$ cat src/rtl/rtc_cal_pkg.sv
package rtc_cal_pkg;
  typedef logic [7:0] bcd8_t;

  localparam int unsigned REG_COUNT = 11;
  localparam int unsigned OFS_SEC   = 0;
  localparam int unsigned OFS_MIN   = 1;
  localparam int unsigned OFS_HOUR  = 2;
  localparam int unsigned OFS_DOW   = 3;
  localparam int unsigned OFS_DATE  = 4;
  localparam int unsigned OFS_MON   = 5;
  localparam int unsigned OFS_YEAR  = 6;
  localparam int unsigned OFS_ASEC  = 8;
  localparam int unsigned OFS_AMIN  = 9;
  localparam int unsigned OFS_AHOUR = 10;

  // next BCD value, no wrap limit
  function automatic bcd8_t bcd_inc(input bcd8_t v);
    if (v[3:0] >= 4'd9) return {v[7:4] + 4'd1, 4'd0};
    return v + 8'd1;
  endfunction

  // multiple of four: 10*t + u == 2*t + u (mod 4)
  function automatic logic is_leap(input bcd8_t y);
    logic [3:0] s;
    s = y[3:0] + {2'b00, y[4], 1'b0};
    return (s[1:0] == 2'b00);
  endfunction

  function automatic bcd8_t month_len(input bcd8_t m, input bcd8_t y);
    case (m)
      8'h02:                      return is_leap(y) ? 8'h29 : 8'h28;
      8'h04, 8'h06, 8'h09, 8'h11: return 8'h30;
      default:                    return 8'h31;
    endcase
  endfunction

  // keep only the hour bits that the chosen form uses
  function automatic bcd8_t hour_mask(input bcd8_t d);
    if (d[7]) return {2'b10, d[5], d[4:0]};
    return {2'b00, d[5:0]};
  endfunction
endpackage

$ cat src/rtl/rtc_hms_chain.sv
module rtc_hms_chain
  import rtc_cal_pkg::*;
(
  input  logic  clk,
  input  logic  rst_n,
  input  logic  adv,
  input  logic  wr_sec,
  input  logic  wr_min,
  input  logic  wr_hour,
  input  bcd8_t wdata,
  output bcd8_t sec,
  output bcd8_t min,
  output bcd8_t hour,
  output logic  day_carry
);
  logic  sec_wrap, min_wrap, hour_last;
  bcd8_t hour_nxt, inc12, inc24;

  assign sec_wrap  = (sec == 8'h59);
  assign min_wrap  = (min == 8'h59);
  assign hour_last = hour[7] ? (hour[5:0] == 6'h31) : (hour[5:0] == 6'h23);
  assign day_carry = adv && sec_wrap && min_wrap && hour_last;

  always_comb begin
    inc12 = bcd_inc({3'b000, hour[4:0]});
    inc24 = bcd_inc({2'b00, hour[5:0]});
    if (hour[7]) begin
      if (hour[4:0] == 5'h11)      hour_nxt = {2'b10, ~hour[5], 5'h12};
      else if (hour[4:0] == 5'h12) hour_nxt = {2'b10, hour[5], 5'h01};
      else                         hour_nxt = {2'b10, hour[5], inc12[4:0]};
    end else begin
      if (hour[5:0] == 6'h23)      hour_nxt = 8'h00;
      else                         hour_nxt = {2'b00, inc24[5:0]};
    end
  end

  always_ff @(posedge clk) begin
    if (!rst_n) begin
      sec  <= 8'h00;
      min  <= 8'h00;
      hour <= 8'h00;
    end else begin
      if (wr_sec)   sec <= {1'b0, wdata[6:0]};
      else if (adv) sec <= sec_wrap ? 8'h00 : bcd_inc(sec);

      if (wr_min)               min <= {1'b0, wdata[6:0]};
      else if (adv && sec_wrap) min <= min_wrap ? 8'h00 : bcd_inc(min);

      if (wr_hour)                          hour <= hour_mask(wdata);
      else if (adv && sec_wrap && min_wrap) hour <= hour_nxt;
    end
  end
endmodule

$ cat src/rtl/rtc_date_chain.sv
module rtc_date_chain
  import rtc_cal_pkg::*;
(
  input  logic  clk,
  input  logic  rst_n,
  input  logic  day_adv,
  input  logic  wr_dow,
  input  logic  wr_date,
  input  logic  wr_mon,
  input  logic  wr_year,
  input  bcd8_t wdata,
  output bcd8_t dow,
  output bcd8_t date,
  output bcd8_t mon,
  output bcd8_t year
);
  logic date_wrap, mon_wrap;

  assign date_wrap = (date >= month_len(mon, year));
  assign mon_wrap  = (mon == 8'h12);

  always_ff @(posedge clk) begin
    if (!rst_n) begin
      dow  <= 8'h01;
      date <= 8'h01;
      mon  <= 8'h01;
      year <= 8'h00;
    end else begin
      if (wr_dow)       dow <= {5'b0, wdata[2:0]};
      else if (day_adv) dow <= (dow >= 8'h07) ? 8'h01 : dow + 8'd1;

      if (wr_date)      date <= {2'b0, wdata[5:0]};
      else if (day_adv) date <= date_wrap ? 8'h01 : bcd_inc(date);

      if (wr_mon)                    mon <= {3'b0, wdata[4:0]};
      else if (day_adv && date_wrap) mon <= mon_wrap ? 8'h01 : bcd_inc(mon);

      if (wr_year) year <= wdata;
      else if (day_adv && date_wrap && mon_wrap)
        year <= (year == 8'h99) ? 8'h00 : bcd_inc(year);
    end
  end
endmodule

$ cat src/rtl/rtc_alarm_unit.sv
module rtc_alarm_unit
  import rtc_cal_pkg::*;
(
  input  logic  clk,
  input  logic  rst_n,
  input  logic  adv,
  input  logic  alarm_en,
  input  logic  wr_asec,
  input  logic  wr_amin,
  input  logic  wr_ahour,
  input  bcd8_t wdata,
  input  bcd8_t sec,
  input  bcd8_t min,
  input  bcd8_t hour,
  output logic  alarm_hit
);
  logic [6:0] a_sec, a_min;
  logic [5:0] a_hour;
  logic       adv_q, equal;

  always_ff @(posedge clk) begin
    if (!rst_n) begin
      a_sec  <= '0;
      a_min  <= '0;
      a_hour <= '0;
      adv_q  <= 1'b0;
    end else begin
      if (wr_asec)  a_sec  <= wdata[6:0];
      if (wr_amin)  a_min  <= wdata[6:0];
      if (wr_ahour) a_hour <= wdata[5:0];
      adv_q <= adv;
    end
  end

  assign equal     = (sec[6:0] == a_sec) && (min[6:0] == a_min) && (hour[5:0] == a_hour);
  assign alarm_hit = adv_q && alarm_en && equal;
endmodule

$ cat src/rtl/rtc_calendar_core.sv
module rtc_calendar_core
  import rtc_cal_pkg::*;
#(
  parameter int unsigned ADDR_W    = 6,
  parameter int unsigned BASE_ADDR = 32
) (
  input  logic              clk,
  input  logic              rst_n,
  input  logic              tick,
  input  logic              run,
  input  logic              alarm_en,
  input  logic              wr_en,
  input  logic [ADDR_W-1:0] wr_addr,
  input  logic [7:0]        wr_data,
  input  logic [ADDR_W-1:0] rd_addr,
  output logic [7:0]        rd_data,
  output logic              alarm_hit
);
  localparam int unsigned TIME_REGS = OFS_YEAR + 1;

  logic [REG_COUNT-1:0] wr_sel;
  logic [ADDR_W-1:0]    rd_off;
  logic                 tick_adv, time_wr, day_carry;
  bcd8_t t_sec, t_min, t_hour, t_dow, t_date, t_mon, t_year;

  for (genvar i = 0; i < REG_COUNT; i++) begin : g_dec
    assign wr_sel[i] = wr_en && (wr_addr == ADDR_W'(BASE_ADDR + i));
  end

  assign tick_adv = tick && run;
  assign time_wr  = |wr_sel[TIME_REGS-1:0];

  rtc_hms_chain u_hms (
    .clk(clk), .rst_n(rst_n), .adv(tick_adv),
    .wr_sec(wr_sel[OFS_SEC]), .wr_min(wr_sel[OFS_MIN]), .wr_hour(wr_sel[OFS_HOUR]),
    .wdata(wr_data), .sec(t_sec), .min(t_min), .hour(t_hour), .day_carry(day_carry)
  );

  rtc_date_chain u_date (
    .clk(clk), .rst_n(rst_n), .day_adv(day_carry),
    .wr_dow(wr_sel[OFS_DOW]), .wr_date(wr_sel[OFS_DATE]),
    .wr_mon(wr_sel[OFS_MON]), .wr_year(wr_sel[OFS_YEAR]),
    .wdata(wr_data), .dow(t_dow), .date(t_date), .mon(t_mon), .year(t_year)
  );

  rtc_alarm_unit u_alarm (
    .clk(clk), .rst_n(rst_n), .adv(tick_adv), .alarm_en(alarm_en),
    .wr_asec(wr_sel[OFS_ASEC]), .wr_amin(wr_sel[OFS_AMIN]), .wr_ahour(wr_sel[OFS_AHOUR]),
    .wdata(wr_data), .sec(t_sec), .min(t_min), .hour(t_hour), .alarm_hit(alarm_hit)
  );

  assign rd_off = rd_addr - ADDR_W'(BASE_ADDR);

  always_comb begin
    case (rd_off)
      ADDR_W'(OFS_SEC):  rd_data = t_sec;
      ADDR_W'(OFS_MIN):  rd_data = t_min;
      ADDR_W'(OFS_HOUR): rd_data = t_hour;
      ADDR_W'(OFS_DOW):  rd_data = t_dow;
      ADDR_W'(OFS_DATE): rd_data = t_date;
      ADDR_W'(OFS_MON):  rd_data = t_mon;
      ADDR_W'(OFS_YEAR): rd_data = t_year;
      default:           rd_data = 8'h00;
    endcase
  end
endmodule

$ cat config.mk
export PLATFORM = sky130hd
export DESIGN_NAME = rtc_calendar_core
export DESIGN_NICKNAME = d
export VERILOG_FILES = /design/src/rtl/rtc_cal_pkg.sv /design/src/rtl/rtc_hms_chain.sv /design/src/rtl/rtc_date_chain.sv /design/src/rtl/rtc_alarm_unit.sv /design/src/rtl/rtc_calendar_core.sv
export SDC_FILE = /design/constraint.sdc
export NUM_CORES = 1
export LEC_CHECK = 0
export ABC_AREA = 1
export BUFFER_PORTS_ARGS = -buffer_cell sky130_fd_sc_hd__buf_2
export CORE_MARGIN = 3
export CORE_UTILIZATION = 67
export CTS_BUF_LIST = sky130_fd_sc_hd__clkbuf_16
export CTS_CLUSTER_SIZE = 10
export DETAILED_ROUTE_END_ITERATION = 6
export PLACE_DENSITY = 0.91
export SLEW_MARGIN = 0
export SYNTH_ARGS = -nofsm -noshare
export SYNTH_HDL_FRONTEND = slang
export SYNTH_SLANG_ARGS = --single-unit
export TNS_END_PERCENT = 1
$ cat constraint.sdc
create_clock -name clk -period 4.4 [get_ports clk]
set_clock_uncertainty 0.05 [all_clocks]
set_input_delay 0.44 -clock clk [delete_from_list [all_inputs] [get_ports clk]]
set_output_delay 0.44 -clock clk [all_outputs]
set_load 0.02 [all_outputs]
==> impl_summary.log <==
[metrics] placed instance area: 0.00589 sq mm
[metrics] portion of the post-synthesis area used by sequential elements: 26.7%
[metrics] maximum clock rate: 326 MHz
[metrics] CTS clock-pin slew for the worst setup and hold paths: 0.06 ns
[metrics] antenna viol nets, final: 0
[metrics] max-slew violation count: 0
[metrics] share of synthesized flip-flops with an asynchronous set or reset: 0%
[metrics] post-cts sizing count: 0
[metrics] Buffers on Ports: 34
[metrics] core outline area: 0.00826 sq mm
[metrics] Met2 Routed Length: 7860 um
[metrics] via density per instance: 6.33
[metrics] fraction of final layout cells with drive strength greater than 1: 8.36%
[metrics] buffer cell driving the clock tree root: clkbuf_16
[metrics] total power: 1.60 mW
[metrics] critical path type: reg -> reg
[metrics] post-synthesis adder-cell area fraction: 7.91%
[metrics] first-pass GRT wire length: 28400 um
[metrics] clock tree sinks: 76
[metrics] Starting Density: 69.0%
[metrics] maximum number of buffers from clock root to sink: 2
[metrics] Net Count, Synth: 954
[metrics] worst rel slew slack: 24.2%
[metrics] antenna violations before repair: 0
[metrics] proportion of netlist area held by the largest area contributor: 26.7%
[metrics] arrival time at the worst endpoint: 3.29 ns
[metrics] Cell variety after synth: 42
[metrics] Post-Synth XOR/XNOR Area: 3.38%
[metrics] worst-path fanout max: 16
[metrics] pwr/cell area: 258 mW/mm^2
[metrics] cell accounting for the most synthesized area: dfxtp_1
[metrics] residual DRC count: 0
[metrics] ys flop type: dfxtp_1
[metrics] highest metal used: met4
[metrics] gr ovfl total: 0
[metrics] flops & latches, synth: 76
[metrics] combinational family with the most area after synthesis: simple AND/OR/NAND/NOR gates
[metrics] Leak Pwr: 2.98 nW
[metrics] Std-Cell Rows: 33
[metrics] minimum clock period: 3.07 ns
[metrics] leading cell types by total area after synthesis: dfxtp_1, nand2_1, ha_1
[metrics] cell-by-cell listing of the critical path: inv_1 > ha_1 > nor3b_1 > nand3_1 > a21oi_1 > a21oi_1 > ha_1 > inv_1 > nor2_1 > nand3_1 > nand3_1 > nand3_4 > nand3_1 > nand2_1 > nor2_1
[metrics] worst setup margin: 1.33 ns
[metrics] simple-gate area share of the yosys netlist: 35.1%
[metrics] part of the total power dissipated in combinational logic: 6.1%
[metrics] clock tree from TritonCTS: yes
[metrics] NumNets Final: 978
[metrics] die boundary width: 98.2 um
[metrics] Fin Setup TNS: 0 ns
[metrics] total die area: 0.00965 sq mm
[metrics] Ports: 35
[metrics] pre-CTS WS: 1.52 ns
[metrics] unrepaired setup endpoints after global routing: false
[metrics] Critical Path Max Stage Delay: 0.38 ns
[metrics] internal portion of total power: 1.21 mW
[metrics] sequential cell area in the final layout: 0.00152 sq mm
[metrics] footprint of the multi-input gates: 0.00361 sq mm
[metrics] type of origin of the critical path: flip-flop
[metrics] library cell contributing the largest single delay on the critical path: dfxtp_1
[metrics] worst hold slack: 0.346 ns
[metrics] post-DR wirelength/cell: 17.4 um
[metrics] WHS Path Cells: 3
[metrics] crit share post-route: 69.8%
[metrics] transition time of the tightest slew-check pin: 1.14 ns
[metrics] number of buffers created by CTS: 9
[metrics] detailed placer's ending HPWL: 12700 um
[metrics] mux contribution to synthesized area: 0%
[metrics] post-layout instance area: 0.00621 sq mm
[metrics] capturing element type of the critical path: flip-flop
[metrics] switching power share of the total: 24.2%
[metrics] part of the power in the clock network: 50.3%
[metrics] kind of path behind the tightest hold check: in -> reg
[metrics] required time at the worst-slack endpoint: 4.62 ns
[metrics] net switching power figure: 0.389 mW
[metrics] sum of met3 wire segment lengths after detailed routing: 2090 um
[metrics] hold violation count in the final report: 0
[metrics] first-pass iteration count of the detailed router: 6
[metrics] max capacitance violation total: 0
[metrics] total setup violations reported at the end of the flow: 0
[metrics] routed length on met1: 6910 um
[metrics] Post-Syn Instances: 892
[metrics] synthesis-to-finish area growth: 8.98%
[metrics] vertical die dimension: 98.2 um
[metrics] level count of the clock H-tree: 3
[metrics] depth of the most critical reg-to-reg path: 15
[metrics] Max VDD drop: 0.000193 V
[metrics] Top cell by count, worst path: nand3_1
[metrics] total of warnings raised by yosys: 0
[metrics] post-synthesis instance area: 0.00570 sq mm
[metrics] count of routing violations after the opening detailed-route iteration: 755
[metrics] number of synthesized flops with an enable pin: 0
[metrics] final weighted congestion in routability-driven placement: 1.06
[metrics] clock insertion delay at the later pin of the skew report: 0.34 ns
[metrics] overall routed net length: 17800 um
[metrics] portion of total power attributed to sequential cells: 43.6%
[metrics] # hold bufs at CTS: 0
[metrics] Synth Area per Inst: 6.39 sq um
[metrics] Global Route Usage Sum: 36.2%
[metrics] ANT cells: 0
[metrics] run status: finished, final reports clean
[metrics] Via Count: 6495
[metrics] pin count of the biggest net entering global routing: 42
[metrics] Post CTS Setup Buffer Count: 0
[metrics] vias in the first global route: 5918
[metrics] post-synthesis compound-gate area fraction: 17.0%
[metrics] fillers: 681
==> placed cells by master (no fill, tap or decap), drive strengths merged <==
master    synthesis  routed
a211oi            2       2
a21boi            1       1
a21oi            63      63
a221oi            5       5
a22o              1       1
a22oi             1       1
a31oi            10      10
buf               8      34
bufinv            0       2
clkbuf           13       9
clkinv            0       3
clkinvlp          0       1
dfxtp            76      76
ha               36      36
inv             123     124
nand2           194     194
nand3            96      96
nand3b            2       2
nand4            16      16
nor2            110     110
nor3             13      13
nor3b             3       3
nor4              2       2
o2111ai           2       2
o211ai            2       2
o21ai            70      70
o21bai            1       1
o22ai            17      17
or2               3       3
xnor2             7       7
xor2             15      15
==> final cells by class <==
class                   instances  area share [%]
multi-input cells             672            58.1
flip-flops and latches         76            24.5
clock buffers                   9            3.63
inverters                     123            7.44
well taps                     105            2.12
repair buffers                 34            2.74
clock inverters                 7            1.45
==> kinds of logic after synthesis <==
family                     Yosys count
AOI/OAI and AO/OA                  175
adders and majority gates           36
buffers and inverters              144
and+or+nand+nor                    439
xor gates and xnor gates            22
DFF                                 76
==> final timing paths <==
check	start	endpoint	slack (ns)
min reg2reg	u_date.dow[7]	u_date.dow[7]	0.42
max reg2reg	u_date.mon[5]	u_date.year[7]	1.33
max	u_date.mon[5]	u_date.year[7]	1.33
min	wr_data[0]	u_hms.sec[0]	0.35
==> cells in the mapped netlist, types with 10 or more instances <==
cell        n
o22ai_1    17
xor2_1     15
a21oi_1    63
o21ai_0    65
nor3_1     13
nor2_1    105
nand3_1    90
nand4_1    15
a31oi_1    10
inv_1     119
nand2_1   187
dfxtp_1    76
ha_1       36
clkbuf_1   12
==> power groups by stage <==
| stage | Clock (mW) | Combinational, mW | Sequential, mW |
|---|---|---|---|
| after detailed placement | 0 | 0.0932 | 0.714 |
| after floorplan | 0 | 0.0555 | 0.712 |
| after CTS | 0.803 | 0.0940 | 0.699 |
| after global placement | 0 | 0.0902 | 0.714 |
| after global routing | 0.834 | 0.106 | 0.699 |
| final | 0.807 | 0.0979 | 0.699 |
==> stage by stage <==
stage                     cells  util, %
final                      1026     75.2
after global routing       1026     75.2
after CTS                  1026     75.2
after detailed placement   1010     71.4
after global placement     1010     71.4
after floorplan             892        -
==> critical path: cells and delay by family, from the launching register on <==
kind            cells  cell delay, ns
simple gates        9            1.73
fa+ha+maj           2            0.42
flops               1            0.38
compound gates      2            0.24
buf+inv             2            0.17
==> state kept, by name, summed over array words and instances (netlist names) <==
register,cells
u_date.year,8
u_hms.min,8
u_alarm.adv_q,1
u_date.dow,8
u_date.mon,8
u_alarm.a_hour,6
u_hms.hour,7
u_alarm.a_sec,7
u_alarm.a_min,7
u_date.date,8
u_hms.sec,8
==> layer usage <==
layer	track usage (%)	up-vias
met5	0	-
met4	17.4	0
met3	7.43	100
met2	59.2	447
met1	45.7	2947
li1	-	3001
Power figures use the tool's default switching activity.
